[src/rtl/dcc_pkg.sv]
package dcc_pkg;
  typedef enum logic [1:0] {
    ST_IDLE = 2'd0,
    ST_LOW  = 2'd1,
    ST_HIGH = 2'd2
  } dcc_state_e;
endpackage

[src/rtl/dcc_us_tick.sv]
module dcc_us_tick #(
  parameter int CLK_PER_US = 100,
  localparam int PRE_W = $clog2(CLK_PER_US + 1)
) (
  input  logic clk_i,
  input  logic rst_ni,
  input  logic run_i,
  output logic tick_o
);
  localparam logic [PRE_W-1:0] PRE_LAST = PRE_W'(CLK_PER_US - 1);

  logic [PRE_W-1:0] pre_q;

  always_ff @(posedge clk_i or negedge rst_ni) begin
    if (!rst_ni)             pre_q <= '0;
    else if (!run_i)         pre_q <= '0;
    else if (pre_q == PRE_LAST) pre_q <= '0;
    else                     pre_q <= pre_q + 1'b1;
  end

  assign tick_o = run_i && (pre_q == PRE_LAST);

  p_pre_bound_r2: assert property (@(posedge clk_i) disable iff (!rst_ni)
    pre_q <= PRE_LAST);
endmodule

[src/rtl/dcc_phase_timer.sv]
module dcc_phase_timer #(
  parameter int PH_W = 8
) (
  input  logic            clk_i,
  input  logic            rst_ni,
  input  logic            clear_i,
  input  logic            tick_i,
  input  logic [PH_W-1:0] len_i,
  output logic            done_o
);
  logic [PH_W-1:0] cnt_q;

  assign done_o = tick_i && (cnt_q == len_i - 1'b1);

  always_ff @(posedge clk_i or negedge rst_ni) begin
    if (!rst_ni)              cnt_q <= '0;
    else if (clear_i || done_o) cnt_q <= '0;
    else if (tick_i)          cnt_q <= cnt_q + 1'b1;
  end

  p_phase_bound_r3: assert property (@(posedge clk_i) disable iff (!rst_ni)
    !clear_i |-> cnt_q < len_i);
endmodule

[src/rtl/dcc_frame_shift.sv]
module dcc_frame_shift #(
  parameter int FRAME_W = 51,
  localparam int IDX_W = $clog2(FRAME_W + 1)
) (
  input  logic               clk_i,
  input  logic               rst_ni,
  input  logic               load_i,
  input  logic               shift_i,
  input  logic [FRAME_W-1:0] frame_i,
  output logic               bit_o,
  output logic               last_o
);
  localparam logic [IDX_W-1:0] IDX_LAST = IDX_W'(FRAME_W - 1);

  logic [FRAME_W-1:0] sh_q;
  logic [IDX_W-1:0]   idx_q;

  always_ff @(posedge clk_i or negedge rst_ni) begin
    if (!rst_ni) begin
      sh_q  <= '0;
      idx_q <= '0;
    end else if (load_i) begin
      sh_q  <= frame_i;
      idx_q <= '0;
    end else if (shift_i) begin
      sh_q  <= {sh_q[FRAME_W-2:0], 1'b0};
      idx_q <= idx_q + 1'b1;
    end
  end

  assign bit_o  = sh_q[FRAME_W-1];
  assign last_o = (idx_q == IDX_LAST);

  p_idx_bound_r8: assert property (@(posedge clk_i) disable iff (!rst_ni)
    idx_q <= IDX_LAST);
  p_no_shift_past_last_r8: assert property (@(posedge clk_i) disable iff (!rst_ni)
    shift_i |-> !last_o);
endmodule

[src/rtl/dcc_serializer.sv]
module dcc_serializer
  import dcc_pkg::*;
#(
  parameter int FRAME_W      = 51,
  parameter int CLK_PER_US   = 100,
  parameter int ZERO_LOW_US  = 100,
  parameter int ZERO_HIGH_US = 100,
  parameter int ONE_LOW_US   = 58,
  parameter int ONE_HIGH_US  = 58
) (
  input  logic               clk_i,
  input  logic               rst_ni,
  input  logic               go_i,
  input  logic [FRAME_W-1:0] frame_i,
  output logic               dcc_o,
  output logic               fin_o
);
  localparam int MAX_ZERO = (ZERO_LOW_US > ZERO_HIGH_US) ? ZERO_LOW_US : ZERO_HIGH_US;
  localparam int MAX_ONE  = (ONE_LOW_US > ONE_HIGH_US) ? ONE_LOW_US : ONE_HIGH_US;
  localparam int MAX_PH   = (MAX_ZERO > MAX_ONE) ? MAX_ZERO : MAX_ONE;
  localparam int PH_W     = $clog2(MAX_PH + 1);

  dcc_state_e      state_q;
  logic            fin_q;
  logic            tick;
  logic            ph_done;
  logic            cur_bit;
  logic            last_bit;
  logic            load;
  logic            shift;
  logic [PH_W-1:0] ph_len;

  assign load  = (state_q == ST_IDLE) && go_i;
  assign shift = (state_q == ST_HIGH) && ph_done && !last_bit;

  always_comb begin
    if (state_q == ST_HIGH) ph_len = cur_bit ? PH_W'(ONE_HIGH_US) : PH_W'(ZERO_HIGH_US);
    else                    ph_len = cur_bit ? PH_W'(ONE_LOW_US)  : PH_W'(ZERO_LOW_US);
  end

  dcc_us_tick #(.CLK_PER_US(CLK_PER_US)) u_tick (
    .clk_i (clk_i),
    .rst_ni(rst_ni),
    .run_i (state_q != ST_IDLE),
    .tick_o(tick)
  );

  dcc_phase_timer #(.PH_W(PH_W)) u_phase (
    .clk_i  (clk_i),
    .rst_ni (rst_ni),
    .clear_i(state_q == ST_IDLE),
    .tick_i (tick),
    .len_i  (ph_len),
    .done_o (ph_done)
  );

  dcc_frame_shift #(.FRAME_W(FRAME_W)) u_shift (
    .clk_i  (clk_i),
    .rst_ni (rst_ni),
    .load_i (load),
    .shift_i(shift),
    .frame_i(frame_i),
    .bit_o  (cur_bit),
    .last_o (last_bit)
  );

  always_ff @(posedge clk_i or negedge rst_ni) begin
    if (!rst_ni) begin
      state_q <= ST_IDLE;
      fin_q   <= 1'b0;
    end else begin
      fin_q <= 1'b0;
      unique case (state_q)
        ST_IDLE: if (go_i) state_q <= ST_LOW;
        ST_LOW:  if (ph_done) state_q <= ST_HIGH;
        ST_HIGH: if (ph_done) begin
          if (last_bit) begin
            state_q <= ST_IDLE;
            fin_q   <= 1'b1;
          end else begin
            state_q <= ST_LOW;
          end
        end
        default: state_q <= ST_IDLE;
      endcase
    end
  end

  assign dcc_o = (state_q == ST_HIGH);
  assign fin_o = fin_q;

  p_fin_line_low_r7: assert property (@(posedge clk_i) disable iff (!rst_ni)
    fin_o |-> !dcc_o);
  p_fin_single_r7: assert property (@(posedge clk_i) disable iff (!rst_ni)
    fin_o |=> !fin_o);
  p_fin_after_high_r7: assert property (@(posedge clk_i) disable iff (!rst_ni)
    $rose(fin_o) |-> $past(dcc_o));
  p_rise_on_tick_r2: assert property (@(posedge clk_i) disable iff (!rst_ni)
    $rose(dcc_o) |-> $past(tick));
  p_fall_on_tick_r3: assert property (@(posedge clk_i) disable iff (!rst_ni)
    $fell(dcc_o) |-> $past(tick));
  p_busy_ignores_go_r6: assert property (@(posedge clk_i) disable iff (!rst_ni)
    (go_i && state_q == ST_HIGH && !ph_done) |=> state_q == ST_HIGH);
endmodule

[config.mk]
export PLATFORM = sky130hd
export DESIGN_NAME = dcc_serializer
export DESIGN_NICKNAME = d
export VERILOG_FILES = /design/src/rtl/dcc_pkg.sv /design/src/rtl/dcc_us_tick.sv /design/src/rtl/dcc_phase_timer.sv /design/src/rtl/dcc_frame_shift.sv /design/src/rtl/dcc_serializer.sv
export SDC_FILE = /design/constraint.sdc
export NUM_CORES = 1
export LEC_CHECK = 0
export CAP_MARGIN = 10
export CORE_MARGIN = 4
export CORE_UTILIZATION = 30
export DETAILED_ROUTE_END_ITERATION = 10
export SETUP_SLACK_MARGIN = 0.15
export SYNTH_ARGS = -nofsm -noshare
export SYNTH_HDL_FRONTEND = slang
export SYNTH_SLANG_ARGS = --single-unit
[constraint.sdc]
create_clock -name clk_i -period 1.78 [get_ports clk_i]
set_input_delay 0.267 -clock clk_i [delete_from_list [all_inputs] [get_ports clk_i]]
set_output_delay 0.267 -clock clk_i [all_outputs]
set_load 0.01 [all_outputs]
After elaboration in Yosys (flattened, before gate mapping)
Cells that the tools add are included.
{ "classes": {"shift": 0, "n_lt_le_gt_ge": 0, "n_bitwise": 0, "eq_ne": 8, "muxes": 17, "div": 0, "n_mul": 0, "reduce_logical": 12, "addsub": 4} }
{ "op_table": {"columns": ["operator", "n"], "rows": [
  ["51-bit 2-to-1 mux", 2],
  ["7-bit 2-to-1 mux", 5],
  ["7-bit by 1-bit adder with 7-bit output (second input constant)", 2],
  ["6-bit 2-to-1 mux", 2],
  ["7-bit equality test", 1],
  ["7-bit equality test (second input constant)", 1],
  ["7-bit by 1-bit subtractor with 7-bit output (second input constant)", 1],
  ["6-bit by 1-bit adder with 6-bit output (second input constant)", 1],
  ["6-bit equality test (second input constant)", 1],
  ["2-bit 2-to-1 mux", 3],
  ["2-bit case mux with 3 select lines", 1],
  ["2-bit nonzero test", 3],
  ["1-bit logical AND", 5],
  ["1-bit 2-to-1 mux", 4],
  ["2-bit != test (second input constant)", 2],
  ["3-bit AND reduction", 1],
  ["2-bit by 1-bit equality test with 1-bit output (second input constant)", 1],
  ["2-bit equality test (second input constant)", 1],
  ["2-bit logical NOT", 1],
  ["2-bit by 1-bit != test with 1-bit output (second input constant)", 1],
  ["1-bit logical NOT", 1],
  ["1-bit logical OR", 1]
]} }
{ "word_totals": {"elab_cells": 47, "reg_bits": 74, "mem_count": 0, "romBits": 0, "output_inout_bits": 2, "latch_bits": 0, "input_bits": 54, "ramBits": 0} }

Longest topological paths before layout
{ "logic_depth": {"ltp_word": 8, "depth_mapped": 9, "ltp_nobuf": 6} }

Cells and area by module
From an unflattened synthesis, not the netlist that was laid out.
{ "hier_totals": {"cells_unflattened": 362, "hier_area_um2": 3726.1} }
{ "by_module_without_submodules": {"columns": ["module", "seq_area_each_um2", "cells_each", "area_per_inst_um2", "instances"], "rows": [
  ["dcc_frame_shift", 1426.4, 252, 2645.0, 1],
  ["dcc_phase_timer", 175.2, 62, 586.8, 1],
  ["dcc_us_tick", 175.2, 32, 330.3, 1],
  ["dcc_serializer", 75.1, 16, 163.9, 1]
]} }

Worst setup path before layout
OpenSTA, ideal clock, no wires.
{ "synth_path": {"path_type": "register to register", "startpoint": "register u_tick.pre_q[0]", "endpoint": "register state_q[0]", "t_required_ps": 1638, "synth_period_minus_slack_ps": 1808, "n_path_buf": 2, "stages_incl_launch_ff": 9, "setup_slack_ps": -28, "arrival_time_ps": 1665, "cell_sequence": "dfrtp_1 ha_1 nand2_1 and2b_1 buf_4 o211a_1 buf_4 a21oi_1 o21ai_0"} }
{ "synth_via": {"elab_chain_cells": 5, "word_cells_on_any_way": 6} }
{ "synth_rtl": {"columns": ["element", "line_no", "source"], "rows": [
  ["from (decl)", "dcc_us_tick.sv:12", "logic [PRE_W-1:0] pre_q;"],
  ["from (signal assigned)", "dcc_us_tick.sv:18", "else pre_q <= pre_q + 1'b1;"],
  ["7-bit equality test *", "dcc_us_tick.sv:21", "assign tick_o = run_i && (pre_q == PRE_LAST);"],
  ["1-bit logical AND *", "dcc_us_tick.sv:21", null],
  ["1-bit logical AND *", "dcc_phase_timer.sv:13", "assign done_o = tick_i && (cnt_q == len_i - 1'b1);"],
  ["2-bit != test (no source line) / 2-bit by 1-bit != test with 1-bit output (equally long branches)", null, null],
  ["3-bit AND reduction (no source line) *", null, null],
  ["to (signal assigned)", "dcc_serializer.sv:69", "state_q <= ST_IDLE;"],
  ["to (signal assigned)", "dcc_serializer.sv:74", "ST_IDLE: if (go_i) state_q <= ST_LOW;"],
  ["to (signal assigned)", "dcc_serializer.sv:75", "ST_LOW: if (ph_done) state_q <= ST_HIGH;"],
  ["to (decl)", "dcc_serializer.sv:23", "dcc_state_e state_q;"]
]} }
Every way passes the cells marked *; elsewhere a longest branch is shown, timed or not.
A chain may end at the register's enable or synchronous reset.

Worst setup path in the final report
{ "layout_path": {"startpoint": "register u_phase.cnt_q[6]", "endpoint": "register u_shift.idx_q[2]"} }
{ "layout_via": {"elab_chain_cells": 5} }
{ "layout_rtl": {"columns": ["element", "line_no", "source"], "rows": [
  ["from (decl)", "dcc_phase_timer.sv:11", "logic [PH_W-1:0] cnt_q;"],
  ["from (signal assigned)", "dcc_phase_timer.sv:18", "else if (tick_i) cnt_q <= cnt_q + 1'b1;"],
  ["7-bit equality test", "dcc_phase_timer.sv:13", null],
  ["1-bit logical AND", "dcc_phase_timer.sv:13", null],
  ["1-bit logical AND (2 in series)", "dcc_serializer.sv:34", "assign shift = (state_q == ST_HIGH) && ph_done && !last_bit;"],
  ["2-bit nonzero test (no source line)", null, null],
  ["to (signal assigned)", "dcc_frame_shift.sv:27", "idx_q <= idx_q + 1'b1;"],
  ["to (decl)", "dcc_frame_shift.sv:16", "logic [IDX_W-1:0] idx_q;"]
]} }
No other way between the ends.

==> summary.md <==
| Metric | Value |
|---|---|
| Status | `finished clean` |
| Fill count | `1154` |
| Root Driver | `clkbuf_16` |
| Worst Slack Setup Final | `34.6 ps` |
| CP top delay family | `simple AND/OR/NAND/NOR gates` |
| Met2 usage in global routing | `22.1%` |
| Worst slew margin | `74.1%` |
| Synth warnings | `0` |
| Sequential power share | `roughly 44%` |
| Crit path DAT | `2000 ps` |
| Synth Instances | `414` |
| Starting Density | `30.9%` |
| Fin area | `between 0.005 and 0.006 sq mm` |
| CP Max Fanout | `5` |
| Switching portion of total power | `19.9%` |
| Area delta synth->final | `41.5%` |
| Switch Pwr | `0.000761 W` |
| Die Y | `119 um` |
| Cell area power density | `slightly above 700 mW/mm^2` |
| Clk slew on worst S/H paths | `roughly 60 ps` |
| Synth Flop Type | `dfrtp_1` |
| Critical Path End Type | `flip-flop` |
| Grt peak-use layer | `met2` |
| Yosys reg bits | `74` |
| Required @ worst endpoint | `2040 ps` |
| Internal power | `0.00306 W` |
| Vias/cell | `5.15` |
| Core box area | `0.0121 sq mm` |
| Final Hold Fails | `0` |
| DP Area | `~0.0047 sq mm` |
| Register area share after synthesis | `49.7%` |
| Post-layout util | `43.7%` |
| Initial antenna violation count | `0` |
| R2r setup slk | `30 ps` |
| Num rows | `40` |
| Die area | `0.0143 sq mm` |
| Routed WL | `9770 um` |
| DRC Markers | `0` |
| Routing usage on met3 | `3.37%` |
| Synth unique cells | `48` |
| Crit Reg-Reg Startpoint | `u_phase.cnt_q[6]` |
| Avg Cell Area, Syn | `8.99 sq um` |
| Worst path cell trace | `nor4b_4, buf_4, o211ai_4, or4_1, a21oi_1` |
| Layout cells sized above 1 | `19.6%` |
| Crit Path Class | `flip-flop to flip-flop` |
| Critical Path Slowest Stage Cell | `dfrtp_1` |
| Max clock buf depth | `2` |
| Vias in the first global route | `3426` |
| Cell area after synthesis | `0.00372 sq mm` |
| RSZ-0062 raised after global routing | `yes` |
| Startpoint Class | `flip-flop` |
| Gp weighted congestion | `roughly 0.85` |
| Post-Syn Nets | `between 400 and 500` |
| TritonCTS clock tree | `built` |
| Final min period | `1750 ps` |
| Post-layout nets | `549` |
| Layout Skew | `6.22 ps` |
| CTS H-tree lvls | `3` |
| Setup violators final | `0` |
| Least-Margin Pin Slew | `388 ps` |
| Reg2reg path depth | `5` |
| Starting DRT DRC Count | `approximately 270` |
| First-pass GRT wire length | `roughly 17000 um` |
| Hold Path Class | `primary input to asynchronous set/reset pin` |
| Die width | `119 um` |
| Clk_lat worst skew | `330 ps` |
| TritonRoute pass-1 iters | `4` |
| Max-slew violation count | `0` |
| GRT Total Usage | `14.4%` |
| Final Cycle Share | `98.1%` |
| Vias | `3417` |
| Number of buffers created by CTS | `9` |
| Setup slack at placement | `-24.5 ps` |
| Largest net degree at the start of global routing | `between 50 and 60` |
| Comb pwr share | `4.2%` |
| Peak Freq | `573 MHz` |
| Clk sinks | `74` |
| DRT antenna net count | `0` |
| Asr flop ratio synth | `100%` |
| EDFF count, synth | `0` |
| Post-DP HPWL | `~6400 um` |
| Share of power burned in the clock network | `between 50% and 60%` |
| Peak VDD IR | `0.000423 V` |
| Power Total | `around 0.0038 W` |
| Port-buffer cells | `55` |
| IO Count | `56` |
| FF-to-FF End | `u_shift.idx_q[2]` |
| Gr ovfl total | `0` |
| Max Cap Violations | `0` |
| CP bufs+invs | `1` |
| Crit-path max cell delay | `450 ps` |
| Met1 Usage GRT | `19.7%` |
| Ant diodes | `0` |
| WL/cell | `~15 um` |
| Leak | `roughly 2 nW` |
[synth_stat cells (2+ instances only)]
library cell | n | area share [%]
ha_1 | 4 | 1.3
xnor2_1 | 5 | 1.2
o21ai_0 | 57 | 7.7
inv_1 | 2 | 0.20
dfrtp_1 | 74 | 50
nor2_1 | 65 | 6.6
a211oi_1 | 2 | 0.40
a21oi_1 | 58 | 7.8
xor2_1 | 3 | 0.71
nand3_1 | 11 | 1.5
nand2_1 | 11 | 1.1
clkbuf_1 | 21 | 2.1
clkbuf_2 | 3 | 0.40
o2bb2ai_1 | 2 | 0.47
buf_4 | 5 | 1.0
nor4b_4 | 2 | 1.3
a21o_1 | 2 | 0.40
buf_6 | 3 | 0.91
a31oi_1 | 52 | 8.7
nor3_1 | 2 | 0.27
nand4_1 | 3 | 0.50
[power by group through the flow]
| stage | clock [W] | combinational, W | sequential (W) |
|---|---|---|---|
| final | 0.00197 | 0.000161 | 0.00168 |
| after global routing | 0.00209 | 0.000175 | 0.00168 |
| after CTS | 0.00201 | 0.000165 | 0.00168 |
| after detailed placement | 0 | 0.000162 | 0.00171 |
| after global placement | 0 | 0.000162 | 0.00171 |
| after floorplan | 0 | 0.000000717 | 0.00171 |
[stage by stage]
step                TNS (ps)  std cells  hold WS (ps)
floorplan                  0        414         -28.6
global placement       -44.9        641           207
detailed placement     -85.8        641           208
CTS                    -54.7        661           403
global route            -766        664           422
finish                     0        664           393
[state kept, by name, indices dropped and copies added (netlist names)]
signal and flops:
u_shift.idx_q 6, fin_o 1, u_tick.pre_q 7, state_q 2
u_shift.sh_q 51, u_phase.cnt_q 7
[area by class of cell]
type	count	area (sq um)	share of cell area (%)
Sequential cell	74	1850	35.2
Inverter	2	7.51	0.143
Multi-Input combinational cell	303	1820	34.5
Timing Repair Buffer	101	1060	20.0
Tap cell	168	210	3.99
Clock buffer	10	239	4.54
Clock inverter	6	87.6	1.66
[how the worst max path moves through the flow]
| stage | startpoint | endpoint | slack (ps) | cells after the start |
|---|---|---|---|---|
| 2_1_floorplan | u_tick.pre_q[2] | u_shift.idx_q[2] | 110 | 6 |
| 3_3_place_gp | u_phase.cnt_q[4] | u_shift.idx_q[1] | -20 | 5 |
| 3_5_place_dp | u_phase.cnt_q[4] | u_shift.sh_q[14] | -20 | 7 |
| 4_1_cts | u_tick.pre_q[3] | u_shift.idx_q[2] | -20 | 6 |
| 5_1_grt | u_tick.pre_q[4] | u_shift.sh_q[10] | -70 | 7 |
| 6_report | u_phase.cnt_q[6] | u_shift.idx_q[2] | 30 | 5 |
[metal layers]
| layer | vias to the layer above | share of wire, % | wire length (um) |
|---|---|---|---|
| met2 | 101 | 44 | 4340 |
| met5 | - | 0 | 0 |
| met1 | 1642 | 48 | 4710 |
| met4 | 0 | 2.3 | 229 |
| met3 | 14 | 5.0 | 486 |
| li1 | 1660 | - | - |
[cells in the final DEF, fill, tap and decap left out, types with 4 or more instances in the layout]
master           count
a21oi_1             55
a31oi_1             50
buf_12              11
buf_4               30
buf_6                4
clkbuf_16            9
clkdlybuf4s50_1     53
dfrtp_1             74
nand2_1              8
nand2_2              4
nand3_1             10
nor2_1              65
o21ai_0              4
o21ai_1             49
o21ai_2              5
xnor2_1              5
[cell families (layout without fill, tap and decap cells)]
| kind of cell | count (synthesis) | in the layout | synth area share, % |
|---|---|---|---|
| xor gates and xnor gates | 8 | 8 | 1.88 |
| buffers and inverters | 37 | 119 | 5.41 |
| DFF | 74 | 74 | 49.7 |
| adders and majority gates | 4 | 4 | 1.34 |
| and+or+nand+nor | 111 | 111 | 14.6 |
| AOI/OAI and AO/OA | 180 | 180 | 27.1 |
[timing repair]
| action | CTS | global route |
|---|---|---|
| endpoints found under the hold margin | 23 | 0 |
| gates resized for setup | 16 | 29 |
| endpoints found under the setup margin | 60 | 71 |
| buffers inserted | 3 | 3 |
| hold buffers | 1 | 0 |
| pin swaps | 35 | 18 |
Note: power is estimated with default switching activity, not from simulation.
